--- config.mk ---
export PLATFORM = sky130hd
export DESIGN_NAME = sysreg_bank
export DESIGN_NICKNAME = d
export VERILOG_FILES = /design/src/rtl/sysreg_pkg.sv /design/src/rtl/sysreg_decode.sv /design/src/rtl/sysreg_store.sv /design/src/rtl/sysreg_bank.sv
export SDC_FILE = /design/constraint.sdc
export NUM_CORES = 2
export LEC_CHECK = 0
export BUFFER_PORTS_ARGS = -buffer_cell sky130_fd_sc_hd__buf_2
export CORE_MARGIN = 5
export CORE_UTILIZATION = 60
export CTS_CLUSTER_SIZE = 28
export DETAILED_ROUTE_END_ITERATION = 12
export PLACE_DENSITY = 0.85
export SETUP_SLACK_MARGIN = 0.2
export SLEW_MARGIN = 20
export SYNTH_ARGS = -nofsm -noshare
export SYNTH_HDL_FRONTEND = slang
export SYNTH_SLANG_ARGS = --single-unit
--- constraint.sdc ---
create_clock -name clk -period 4.4 [get_ports clk]
set_input_delay 0.66 -clock clk [delete_from_list [all_inputs] [get_ports clk]]
set_output_delay 0.66 -clock clk [all_outputs]
set_load 0.1 [all_outputs]
--- src/rtl/sysreg_pkg.sv ---
package sysreg_pkg;

   localparam int KEY_W = 14;

   // access classes for a decoded tuple
   typedef enum logic [2:0] {
      AC_NONE,
      AC_ID,
      AC_PRIV,
      AC_USER,
      AC_USER_RO,
      AC_OP_PRIV,
      AC_OP_USER
   } acc_e;

   // stored register slots
   localparam int IX_CTRL  = 0;
   localparam int IX_AUX   = 1;
   localparam int IX_CPAC  = 2;
   localparam int IX_TTB0  = 3;
   localparam int IX_TTB1  = 4;
   localparam int IX_TTBC  = 5;
   localparam int IX_DACR  = 6;
   localparam int IX_DFSR  = 7;
   localparam int IX_IFSR  = 8;
   localparam int IX_DFAR  = 9;
   localparam int IX_WFAR  = 10;
   localparam int IX_DLCK  = 11;
   localparam int IX_TLCK  = 12;
   localparam int IX_PRRR  = 13;
   localparam int IX_NMRR  = 14;
   localparam int IX_PID   = 15;
   localparam int IX_CTX   = 16;
   localparam int IX_TURW  = 17;
   localparam int IX_TURO  = 18;
   localparam int IX_TPRW  = 19;
   localparam int NREG     = 20;

   // operation codes
   localparam logic [3:0] OPC_NONE    = 4'd0;
   localparam logic [3:0] OPC_IC_INV  = 4'd1;
   localparam logic [3:0] OPC_DC_INV  = 4'd2;
   localparam logic [3:0] OPC_DC_CLN  = 4'd3;
   localparam logic [3:0] OPC_DC_CI   = 4'd4;
   localparam logic [3:0] OPC_TLB_INV = 4'd5;
   localparam logic [3:0] OPC_WFI     = 4'd6;
   localparam logic [3:0] OPC_PF_FL   = 4'd7;
   localparam logic [3:0] OPC_DSYNC   = 4'd8;
   localparam logic [3:0] OPC_DMEM    = 4'd9;

   function automatic logic [KEY_W-1:0] tup(input int n, input int o1, input int m, input int o2);
      return {4'(n), 3'(o1), 4'(m), 3'(o2)};
   endfunction

   function automatic logic [31:0] rst_val(input int ix);
      case (ix)
         IX_CTRL: return 32'h0005_4078;
         IX_AUX:  return 32'h0000_000F;
         IX_DLCK: return 32'hFFFF_FFF0;
         IX_PRRR: return 32'h0009_8AA4;
         IX_NMRR: return 32'h44E0_48E0;
         default: return 32'h0;
      endcase
   endfunction

endpackage

--- src/rtl/sysreg_decode.sv ---
module sysreg_decode
   import sysreg_pkg::*;
#(
   parameter int          DATA_W  = 32,
   parameter int          IX_W    = 5,
   parameter logic [31:0] ID_MAIN = 32'h410F_B024,
   parameter logic [31:0] ID_TLB  = 32'h0000_0800
) (
   input  logic [3:0]        crn,
   input  logic [2:0]        opc1,
   input  logic [3:0]        crm,
   input  logic [2:0]        opc2,
   input  logic              priv,
   output logic              rd_ok,
   output logic              rd_is_const,
   output logic [DATA_W-1:0] rd_const,
   output logic [IX_W-1:0]   idx,
   output logic              wr_ok,
   output logic [3:0]        op_code
);

   logic [KEY_W-1:0] key;
   acc_e             cls;
   logic [3:0]       code;

   assign key = {crn, opc1, crm, opc2};

   always_comb begin
      cls      = AC_NONE;
      idx      = '0;
      code     = OPC_NONE;
      rd_const = '0;
      case (key)
         tup(0,0,0,0):   begin cls = AC_ID; rd_const = DATA_W'(ID_MAIN); end
         tup(0,0,0,3):   begin cls = AC_ID; rd_const = DATA_W'(ID_TLB);  end
         tup(1,0,0,0):   begin cls = AC_PRIV; idx = IX_W'(IX_CTRL); end
         tup(1,0,0,1):   begin cls = AC_PRIV; idx = IX_W'(IX_AUX);  end
         tup(1,0,0,2):   begin cls = AC_PRIV; idx = IX_W'(IX_CPAC); end
         tup(2,0,0,0):   begin cls = AC_PRIV; idx = IX_W'(IX_TTB0); end
         tup(2,0,0,1):   begin cls = AC_PRIV; idx = IX_W'(IX_TTB1); end
         tup(2,0,0,2):   begin cls = AC_PRIV; idx = IX_W'(IX_TTBC); end
         tup(3,0,0,0):   begin cls = AC_PRIV; idx = IX_W'(IX_DACR); end
         tup(5,0,0,0):   begin cls = AC_PRIV; idx = IX_W'(IX_DFSR); end
         tup(5,0,0,1):   begin cls = AC_PRIV; idx = IX_W'(IX_IFSR); end
         tup(6,0,0,0):   begin cls = AC_PRIV; idx = IX_W'(IX_DFAR); end
         tup(6,0,0,1):   begin cls = AC_PRIV; idx = IX_W'(IX_WFAR); end
         tup(9,0,0,0):   begin cls = AC_PRIV; idx = IX_W'(IX_DLCK); end
         tup(10,0,0,0):  begin cls = AC_PRIV; idx = IX_W'(IX_TLCK); end
         tup(10,0,2,0):  begin cls = AC_PRIV; idx = IX_W'(IX_PRRR); end
         tup(10,0,2,1):  begin cls = AC_PRIV; idx = IX_W'(IX_NMRR); end
         tup(13,0,0,0):  begin cls = AC_PRIV; idx = IX_W'(IX_PID);  end
         tup(13,0,0,1):  begin cls = AC_PRIV; idx = IX_W'(IX_CTX);  end
         tup(13,0,0,2):  begin cls = AC_USER; idx = IX_W'(IX_TURW); end
         tup(13,0,0,3):  begin cls = AC_USER_RO; idx = IX_W'(IX_TURO); end
         tup(13,0,0,4):  begin cls = AC_PRIV; idx = IX_W'(IX_TPRW); end
         tup(7,0,5,0):   begin cls = AC_OP_PRIV; code = OPC_IC_INV;  end
         tup(7,0,6,0):   begin cls = AC_OP_PRIV; code = OPC_DC_INV;  end
         tup(7,0,10,0):  begin cls = AC_OP_PRIV; code = OPC_DC_CLN;  end
         tup(7,0,14,0):  begin cls = AC_OP_PRIV; code = OPC_DC_CI;   end
         tup(8,0,7,0):   begin cls = AC_OP_PRIV; code = OPC_TLB_INV; end
         tup(7,0,0,4):   begin cls = AC_OP_PRIV; code = OPC_WFI;     end
         tup(7,0,5,4):   begin cls = AC_OP_USER; code = OPC_PF_FL;   end
         tup(7,0,10,4):  begin cls = AC_OP_USER; code = OPC_DSYNC;   end
         tup(7,0,10,5):  begin cls = AC_OP_USER; code = OPC_DMEM;    end
         default:        cls = AC_NONE;
      endcase
   end

   always_comb begin
      rd_is_const = (cls == AC_ID);
      rd_ok       = ((cls == AC_ID || cls == AC_PRIV) && priv) ||
                    cls == AC_USER || cls == AC_USER_RO;
      wr_ok       = ((cls == AC_PRIV || cls == AC_USER_RO) && priv) || cls == AC_USER;
      op_code     = ((cls == AC_OP_PRIV && priv) || cls == AC_OP_USER) ? code : OPC_NONE;
   end

endmodule

--- src/rtl/sysreg_store.sv ---
module sysreg_store
   import sysreg_pkg::*;
#(
   parameter int DATA_W = 32,
   parameter int N_REG  = 20,
   parameter int IX_W   = 5
) (
   input  logic                          clk,
   input  logic                          rst_n,
   input  logic                          we,
   input  logic [IX_W-1:0]               widx,
   input  logic [DATA_W-1:0]             wdata,
   output logic [N_REG-1:0][DATA_W-1:0]  regs_q
);

   for (genvar g = 0; g < N_REG; g++) begin : g_slot
      localparam logic [DATA_W-1:0] RV = DATA_W'(rst_val(g));
      always_ff @(posedge clk) begin
         if (!rst_n)
            regs_q[g] <= RV;
         else if (we && widx == IX_W'(g))
            regs_q[g] <= wdata;
      end
   end

   assert_widx_range_R12: assert property (@(posedge clk) disable iff (!rst_n)
      we |-> (int'(widx) < N_REG));

endmodule

--- src/rtl/sysreg_bank.sv ---
module sysreg_bank
   import sysreg_pkg::*;
#(
   parameter int          DATA_W  = 32,
   parameter int          OP_W    = 4,
   parameter logic [31:0] ID_MAIN = 32'h410F_B024,
   parameter logic [31:0] ID_TLB  = 32'h0000_0800
) (
   input  logic              clk,
   input  logic              rst_n,
   input  logic              req_valid,
   input  logic              req_write,
   input  logic              req_priv,
   input  logic [3:0]        req_crn,
   input  logic [2:0]        req_opc1,
   input  logic [3:0]        req_crm,
   input  logic [2:0]        req_opc2,
   input  logic [31:0]       req_wdata,
   output logic              rd_valid,
   output logic [31:0]       rd_data,
   output logic              op_valid,
   output logic [3:0]        op_code
);

   localparam int IX_W = $clog2(NREG);

   if (DATA_W != 32) begin : g_bad_width
      $error("sysreg_bank: DATA_W must be 32");
   end
   if (OP_W != 4) begin : g_bad_opw
      $error("sysreg_bank: OP_W must be 4");
   end

   logic                        is_rd, is_wr;
   logic                        rd_ok, rd_is_const, wr_ok;
   logic [DATA_W-1:0]           rd_const, rd_sel;
   logic [IX_W-1:0]             idx;
   logic [3:0]                  dec_op;
   logic [NREG-1:0][DATA_W-1:0] regs_q;

   assign is_rd = req_valid && !req_write;
   assign is_wr = req_valid &&  req_write;

   sysreg_decode #(
      .DATA_W (DATA_W),
      .IX_W   (IX_W),
      .ID_MAIN(ID_MAIN),
      .ID_TLB (ID_TLB)
   ) u_dec (
      .crn        (req_crn),
      .opc1       (req_opc1),
      .crm        (req_crm),
      .opc2       (req_opc2),
      .priv       (req_priv),
      .rd_ok      (rd_ok),
      .rd_is_const(rd_is_const),
      .rd_const   (rd_const),
      .idx        (idx),
      .wr_ok      (wr_ok),
      .op_code    (dec_op)
   );

   sysreg_store #(
      .DATA_W(DATA_W),
      .N_REG (NREG),
      .IX_W  (IX_W)
   ) u_store (
      .clk   (clk),
      .rst_n (rst_n),
      .we    (is_wr && wr_ok),
      .widx  (idx),
      .wdata (req_wdata),
      .regs_q(regs_q)
   );

   always_comb begin
      rd_sel = '0;
      if (rd_ok)
         rd_sel = rd_is_const ? rd_const : regs_q[idx];
   end

   always_ff @(posedge clk) begin
      if (!rst_n) begin
         rd_valid <= 1'b0;
         rd_data  <= '0;
         op_valid <= 1'b0;
         op_code  <= '0;
      end else begin
         rd_valid <= is_rd;
         rd_data  <= is_rd ? rd_sel : '0;
         op_valid <= is_wr && (dec_op != OPC_NONE);
         op_code  <= is_wr ? dec_op : OPC_NONE;
      end
   end

   assert_rd_idle_zero_R2: assert property (@(posedge clk) disable iff (!rst_n)
      !rd_valid |-> rd_data == '0);

   assert_op_code_nonzero_R9: assert property (@(posedge clk) disable iff (!rst_n)
      op_valid |-> op_code != '0);

   assert_read_no_pulse_R11: assert property (@(posedge clk) disable iff (!rst_n)
      (req_valid && !req_write) |=> !op_valid);

   assert_rd_op_exclusive_R11: assert property (@(posedge clk) disable iff (!rst_n)
      $onehot0({rd_valid, op_valid}));

   assert_user_ctrl_hidden_R7: assert property (@(posedge clk) disable iff (!rst_n)
      (req_valid && !req_write && !req_priv && req_crn == 4'd1) |=> rd_data == '0);

   assert_user_prw_kept_R5: assert property (@(posedge clk) disable iff (!rst_n)
      (req_valid && req_write && !req_priv) |=> $stable(regs_q[IX_TPRW]));

endmodule

## Yosys cells after proc, flatten, opt, wreduce, memory -nomap -nowiden

Index checks and enable logic that the tools add are counted.

| operators by class | value |
|---|---|
| $lt $le $gt $ge | 1 |
| equality and inequality tests | 55 |
| muxes and demuxes | 8 |
| reduce and logical (&&, ||, !) cells | 43 |

Operator list:

| kind | count |
|---|---|
| $eq A14 B13 Y1 const B | 12 |
| $bmux W32 S5 | 1 |
| $eq A14 B14 Y1 const B | 10 |
| $pmux W5 S19 | 1 |
| $mux W32 | 2 |
| $pmux W31 S2 | 1 |
| $eq A14 B12 Y1 const B | 4 |
| $eq A14 B11 Y1 const B | 3 |
| $eq A5 B4 Y1 const B | 8 |
| $pmux W4 S9 | 1 |
| $logic_and A1 B1 Y1 | 27 |
| $eq A5 B3 Y1 const B | 4 |
| $eq A5 B5 Y1 const B | 4 |
| $pmux W3 S6 | 1 |
| $reduce_or A18 Y1 | 1 |
| $eq A14 B2 Y1 const B | 1 |
| $logic_not A14 Y1 | 1 |
| $eq A5 B2 Y1 const B | 2 |
| $eq A3 B3 Y1 const B | 3 |
| $eq A3 B2 Y1 const B | 2 |
| $logic_or A1 B1 Y1 | 6 |
| $lt A5 B6 Y1 const B | 1 |
| $reduce_or A6 Y1 | 1 |
| $eq A5 B1 Y1 const B | 1 |
| other kinds (9) | 9 |

| storage, ports and cells | value |
|---|---|
| register bits | 678 |
| input port bits | 51 |
| output and inout port bits | 38 |

## Logic depth before layout (Yosys ltp)

| depth | value |
|---|---|
| depth after elaboration | 9 |
| gate-level depth with buffers | 14 |
| gate-level depth less buffers | 8 |

## Hierarchy

Synthesis repeated with hierarchy kept, for this count alone.

| second synthesis, totals | value |
|---|---|
| cells, all modules | 3,067 |
| area, all modules | 31,001.0 sq um |

By module, submodules not included:

| module | instances | cells an instance | area each (sq um) | sequential area each (sq um) |
|---|---|---|---|---|
| sysreg_store | 1 | 2,200 | 23,069.6 | 12,812.3 |
| sysreg_bank | 1 | 680 | 6,735.2 | 760.7 |
| sysreg_decode | 1 | 187 | 1,196.1 | 0.0 |

## Worst setup path after synthesis

OpenSTA, ideal clock, no wires.

| path | value |
|---|---|
| path kind | input to register |
| from | input req_crn[3] |
| to | register rd_data[8] |
| arrival time | 2,971 ps |
| setup slack | 1,289 ps |
| cell stages on the path | 11 |
| path buffers | 3 |
| path through | buf_2 -> nor2_1 -> mux2i_1 -> nor3_2 -> or3_1 -> buf_4 -> buf_6 -> and2_1 -> a221o_1 -> a2111oi_0 -> a221oi_1 |

| between the ends | value |
|---|---|
| longest elaborated chain between the ends | 9 |
| elaborated cells between the ends (all ways) | 49 |
| classes of those cells | 34 x eq/ne; 5 x mux; 10 x reduce/logical |

Ends and longest elaborated chain:

| element | RTL line | source |
|---|---|---|
| from (decl) | sysreg_bank.sv:14 | `input logic [3:0] req_crn,` |
| $eq A14 B11 Y1 (tied with other cells) | sysreg_decode.sv:33 | `case (key)` |
| $reduce_or A18 Y1 (no source line) (tied with other cells) | - |  |
| $pmux W3 S6 | sysreg_decode.sv:33 |  |
| $eq A3 B1 Y1 or $eq A3 B2 Y1 (tied branches) | sysreg_decode.sv:70, sysreg_decode.sv:71 |  |
| $logic_or A1 B1 Y1 | sysreg_decode.sv:71 | `rd_ok = ((cls == AC_ID \|\| cls == AC_PRIV) && priv) \|\|` |
| $logic_and A1 B1 Y1 | sysreg_decode.sv:71 |  |
| $logic_or A1 B1 Y1 | sysreg_decode.sv:71 |  |
| $logic_or A1 B1 Y1 | sysreg_decode.sv:72 | `cls == AC_USER \|\| cls == AC_USER_RO;` |
| $reduce_and A3 Y1 (no source line) | - |  |
| to (signal assigned) | sysreg_bank.sv:90 | `rd_data <= is_rd ? rd_sel : '0;` |
| to (decl) | sysreg_bank.sv:20 | `output logic [31:0] rd_data,` |

Several ways; a longest one is shown, not always the timed one. The select of a mux whose other input is x is not followed.
A chain may end at the register's enable or synchronous reset.

## Worst setup path in the final report

| path | value |
|---|---|
| from | input req_crn[0] |
| to | register u_store.regs_q[194] (netlist bit) |

| between the ends | value |
|---|---|
| longest elaborated chain between the ends | 9 |
| elaborated cells between the ends (all ways) | 46 |
| classes of those cells | 34 x eq/ne; 2 x mux; 10 x reduce/logical |

Ends and longest elaborated chain:

| element | RTL line | source |
|---|---|---|
| $eq A14 B11 Y1 (tied with other cells) | sysreg_decode.sv:33 |  |
| $reduce_or A18 Y1 (no source line) (tied with other cells) | - |  |
| $pmux W3 S6 | sysreg_decode.sv:33 |  |
| $eq A3 B2 Y1 or $eq A3 B3 Y1 (tied branches) | sysreg_decode.sv:73 | `wr_ok = ((cls == AC_PRIV \|\| cls == AC_USER_RO) && priv) \|\| cls == AC_USER;` |
| $logic_or A1 B1 Y1 | sysreg_decode.sv:73 |  |
| $logic_and A1 B1 Y1 | sysreg_decode.sv:73 |  |
| $logic_or A1 B1 Y1 | sysreg_decode.sv:73 |  |
| $logic_and A1 B1 Y1 | sysreg_bank.sv:70 | `.we (is_wr && wr_ok),` |
| $logic_and A1 B1 Y1 * | sysreg_store.sv:21 | `else if (we && widx == IX_W'(g))` |
| to (signal, indexed assignment) | sysreg_store.sv:22 | `regs_q[g] <= wdata;` |
| to (decl) | sysreg_store.sv:13 | `output logic [N_REG-1:0][DATA_W-1:0] regs_q` |

Mark *: on every way between the ends. The rest lies on a longest branch, timed or not.

==> flow_metrics.tcl <==
set metrics [dict create \
    core_area_sq_mm 0.04755 \
    finalCritPeriodShare_pct 79.23 \
    hold_violations 0 \
    first_pass_iters 8 \
    peakVddDrop_mv 0.2692 \
    slowest_delay_ns 0.62 \
    routed_wl_mm 90.65 \
    critPathBufInv 2 \
    finalPower_mw 12.35 \
    synth-edff-count 0 \
    synth_area_per_cell_sq_um 8.397 \
    power.static_leakage_nw 11.53 \
    post_cts_buffers 0 \
    drtAntennaViolNets 0 \
    fmax_ghz 0.2868 \
    r2r_end "rd_data[11]" \
    syn_nets 3475 \
    crit_chain "buf_2 > nor4b_2 > and4_1 > and2_4 > or3_2 > nand2_2 > or4_2 > buf_4 > nand3_1 > o21ai_1" \
    dp_slack_ns 0.4569 \
    synth_common_cells "678 x dfxtp_1, 642 x nand2_1, 569 x nand3_1, 320 x mux2i_1, 240 x o21ai_0" \
    synthToLayoutAreaGrowth_pct 11.28 \
    dp_cells 3899 \
    grt-ovfl-total 0 \
    setup-violations-final 0 \
    skew_ns 0.02309 \
    final.setup.worst_slack_ns 0.9138 \
    critPathRequiredTime_ns 4.85 \
    hpwl_mm 52.01 \
    worstSetupEndpointType "flip-flop" \
    fillers 3523 \
    whs_path_depth 3 \
    cp_max_fo 64 \
    layout_min_cycle_time_ns 3.486 \
    hp-start "req_wdata[29]" \
    io_buffers 88 \
    min_to "u_store.regs_q[381]" \
    hp-class "in -> reg" \
    ys_seq_elements 678 \
    track_usage_pct 32.81 \
    ys_async_sr_fraction_pct 0 \
    cts_hold_buffers 0 \
    critical_path_class "in -> reg" \
    vias 26520 \
    cts_resized 0 \
    tritoncts "done" \
    die_area_sq_mm 0.05240 \
    die_height_um 228.9 \
    instances_no_fill 4019 \
    cp_data_arrival_time_ns 3.94 \
    antenna_found_initial 5 \
    synth_area_leaders "dfxtp_1 47%, mux2i_1 11%, nand3_1 9.9%" \
    nets 3405 \
    cts_sinks 678 \
    first_iter_violations 3809 \
    run_status "completed" \
    slew_headroom_pct 32.81 \
    root_buffer "clkbuf_16" \
    tightest_slew_ns 1.008 \
    cp_slowest_cell "or4_2" \
    floorplan.initialDensity_pct 60.47 \
    syn_area_sq_mm 0.02875 \
    gp_congestion 0.9336 \
    critPathTopFamily "simple AND/OR/NAND/NOR gates" \
    floorplan.rows 80 \
    syn_inst 3424 \
    setup_tns_ns 0 \
    yosysTopAreaCell "dfxtp_1" \
    ys.warnings.count 0 \
    avgRoutedWirePerCell_um 22.56 \
    grt_pass1_wl_mm 138.8 \
    start_kind "input port" \
    slew_violations 0 \
    synth_top_area_share_pct 47.21 \
    synth-seq-area-share_pct 47.21 \
    grt_max_degree 206 \
    final_util_pct 67.29 \
    drv_cap 0 \
    synth_most_common_cell "dfxtp_1" \
    route.detailed.drc 0 \
    rsz0062_at_grt "no" \
    viasPerCell 6.598 \
    power_density_mw_per_mm2 386.0 \
    clk_latency_ns 0.60 \
    die_w_um 228.9 \
    cts.path.max_buffers 3 \
    cts-htree-levels 3 \
    reg2regPathDepth 4 \
    synth_cell_type_count 77 \
    drive_above_1_share_pct 10.21 \
    num_io_pins 89 \
    r2r_setup_slack_ns 2.87 \
    path_clk_slew_ns 0.06 \
    first_global_vias 24310 \
    reg2reg_from "u_store.regs_q[491]" \
    yosys_most_used_dff "dfxtp_1" \
    cts-buffers-inserted 68 \
]
-- through the flow --
step,hold slack (ns),instance area [sq um]
2_1_floorplan,0.4304,28750
4_1_cts,0.3212,31990
6_report,0.3329,32000
5_1_grt,0.3553,31990
3_3_place_gp,0.4381,29720
3_5_place_dp,0.4459,29720
-- layout make-up --
class | instances | area, sq um | area share [%]
clock inverters | 22 | 284.0 | 0.8877
inverters | 10 | 37.54 | 0.1173
well taps | 615 | 769.5 | 2.405
repair buffers | 188 | 1464 | 4.575
flip-flops and latches | 678 | 13570 | 42.42
multi-input cells | 2408 | 13870 | 43.36
clock buffers | 94 | 1983 | 6.198
diodes | 4 | 10.01 | 0.03128
-- report_power, final --
part           switching (mW)  internal, mW  leakage, nW
clock                    2.41          3.50         1.10
combinational           0.246        0.0572         4.97
sequential           0.000169          6.14         5.46
-- registers in the layout (all words and copies together), names as in the netlist --
register and flops:
rd_valid 1, op_code 4, op_valid 1, u_store.regs_q 640, rd_data 32
-- cell usage in the layout (no fill, tap or decap), types with 6 or more instances in the layout --
cell type	synthesis	final
a32oi_1	17	17
nor4_1	27	26
a22oi_1	6	6
clkbuf_16	0	71
a21oi_1	74	74
or4_2	0	7
and3_1	7	6
o21ai_0	240	240
nor3_2	2	6
a31oi_1	9	9
inv_1	10	10
clkbuf_8	0	12
bufinv_16	0	6
buf_4	5	79
o211ai_1	7	7
nor3_1	14	10
a21boi_0	56	56
nand4_1	8	8
a211oi_1	22	21
o22ai_1	42	42
a221oi_1	8	8
nand3_1	569	563
buf_2	85	87
nand2b_1	6	6
mux2i_1	320	320
nor2_1	10	10
clkinv_2	0	8
buf_12	0	21
clkbuf_1	197	11
and2_1	10	10
o21ai_1	208	207
a21boi_1	9	9
nand3_2	2	7
dfxtp_1	678	678
nand2_1	642	639
-- how the worst max path moves through the flow --
stage	cells after the start	slack (ns)	start	endpoint
floorplan	11	1.29	req_crn[3]	rd_data[8]
global placement	10	0.54	req_crn[0]	u_store.regs_q[204]
detailed placement	10	0.46	req_crn[0]	u_store.regs_q[195]
CTS	10	1.05	req_crn[0]	u_store.regs_q[194]
global route	11	0.77	req_crn[0]	rd_data[27]
finish	10	0.91	req_crn[0]	u_store.regs_q[194]
-- tightest hold or removal path, cell delays in order --
cell	delay (ns)
buf_2	0.12
mux2i_1	0.07
nand2_1	0.06
-- layer usage --
metal,share of wire [%],GRT usage [%],up-vias
li1,-,-,11940
met1,39,43.71,12450
met2,44,49.47,1792
met3,12,7.764,336
met4,5.4,17.99,2
met5,0.0088,0,-
-- cells by family (layout without fill, tap and decap cells) --
family | count (synthesis) | after routing | synth area share (%)
and+or+nand+nor | 1351 | 1351 | 21.77
AOI/OAI and AO/OA | 732 | 732 | 14.83
DFF | 678 | 678 | 47.21
buffers and inverters | 338 | 314 | 4.900
muxes | 321 | 321 | 11.18
xor gates and xnor gates | 4 | 4 | 0.1219
other | 0 | 4 | 0
Power figures use the tool's default switching activity.
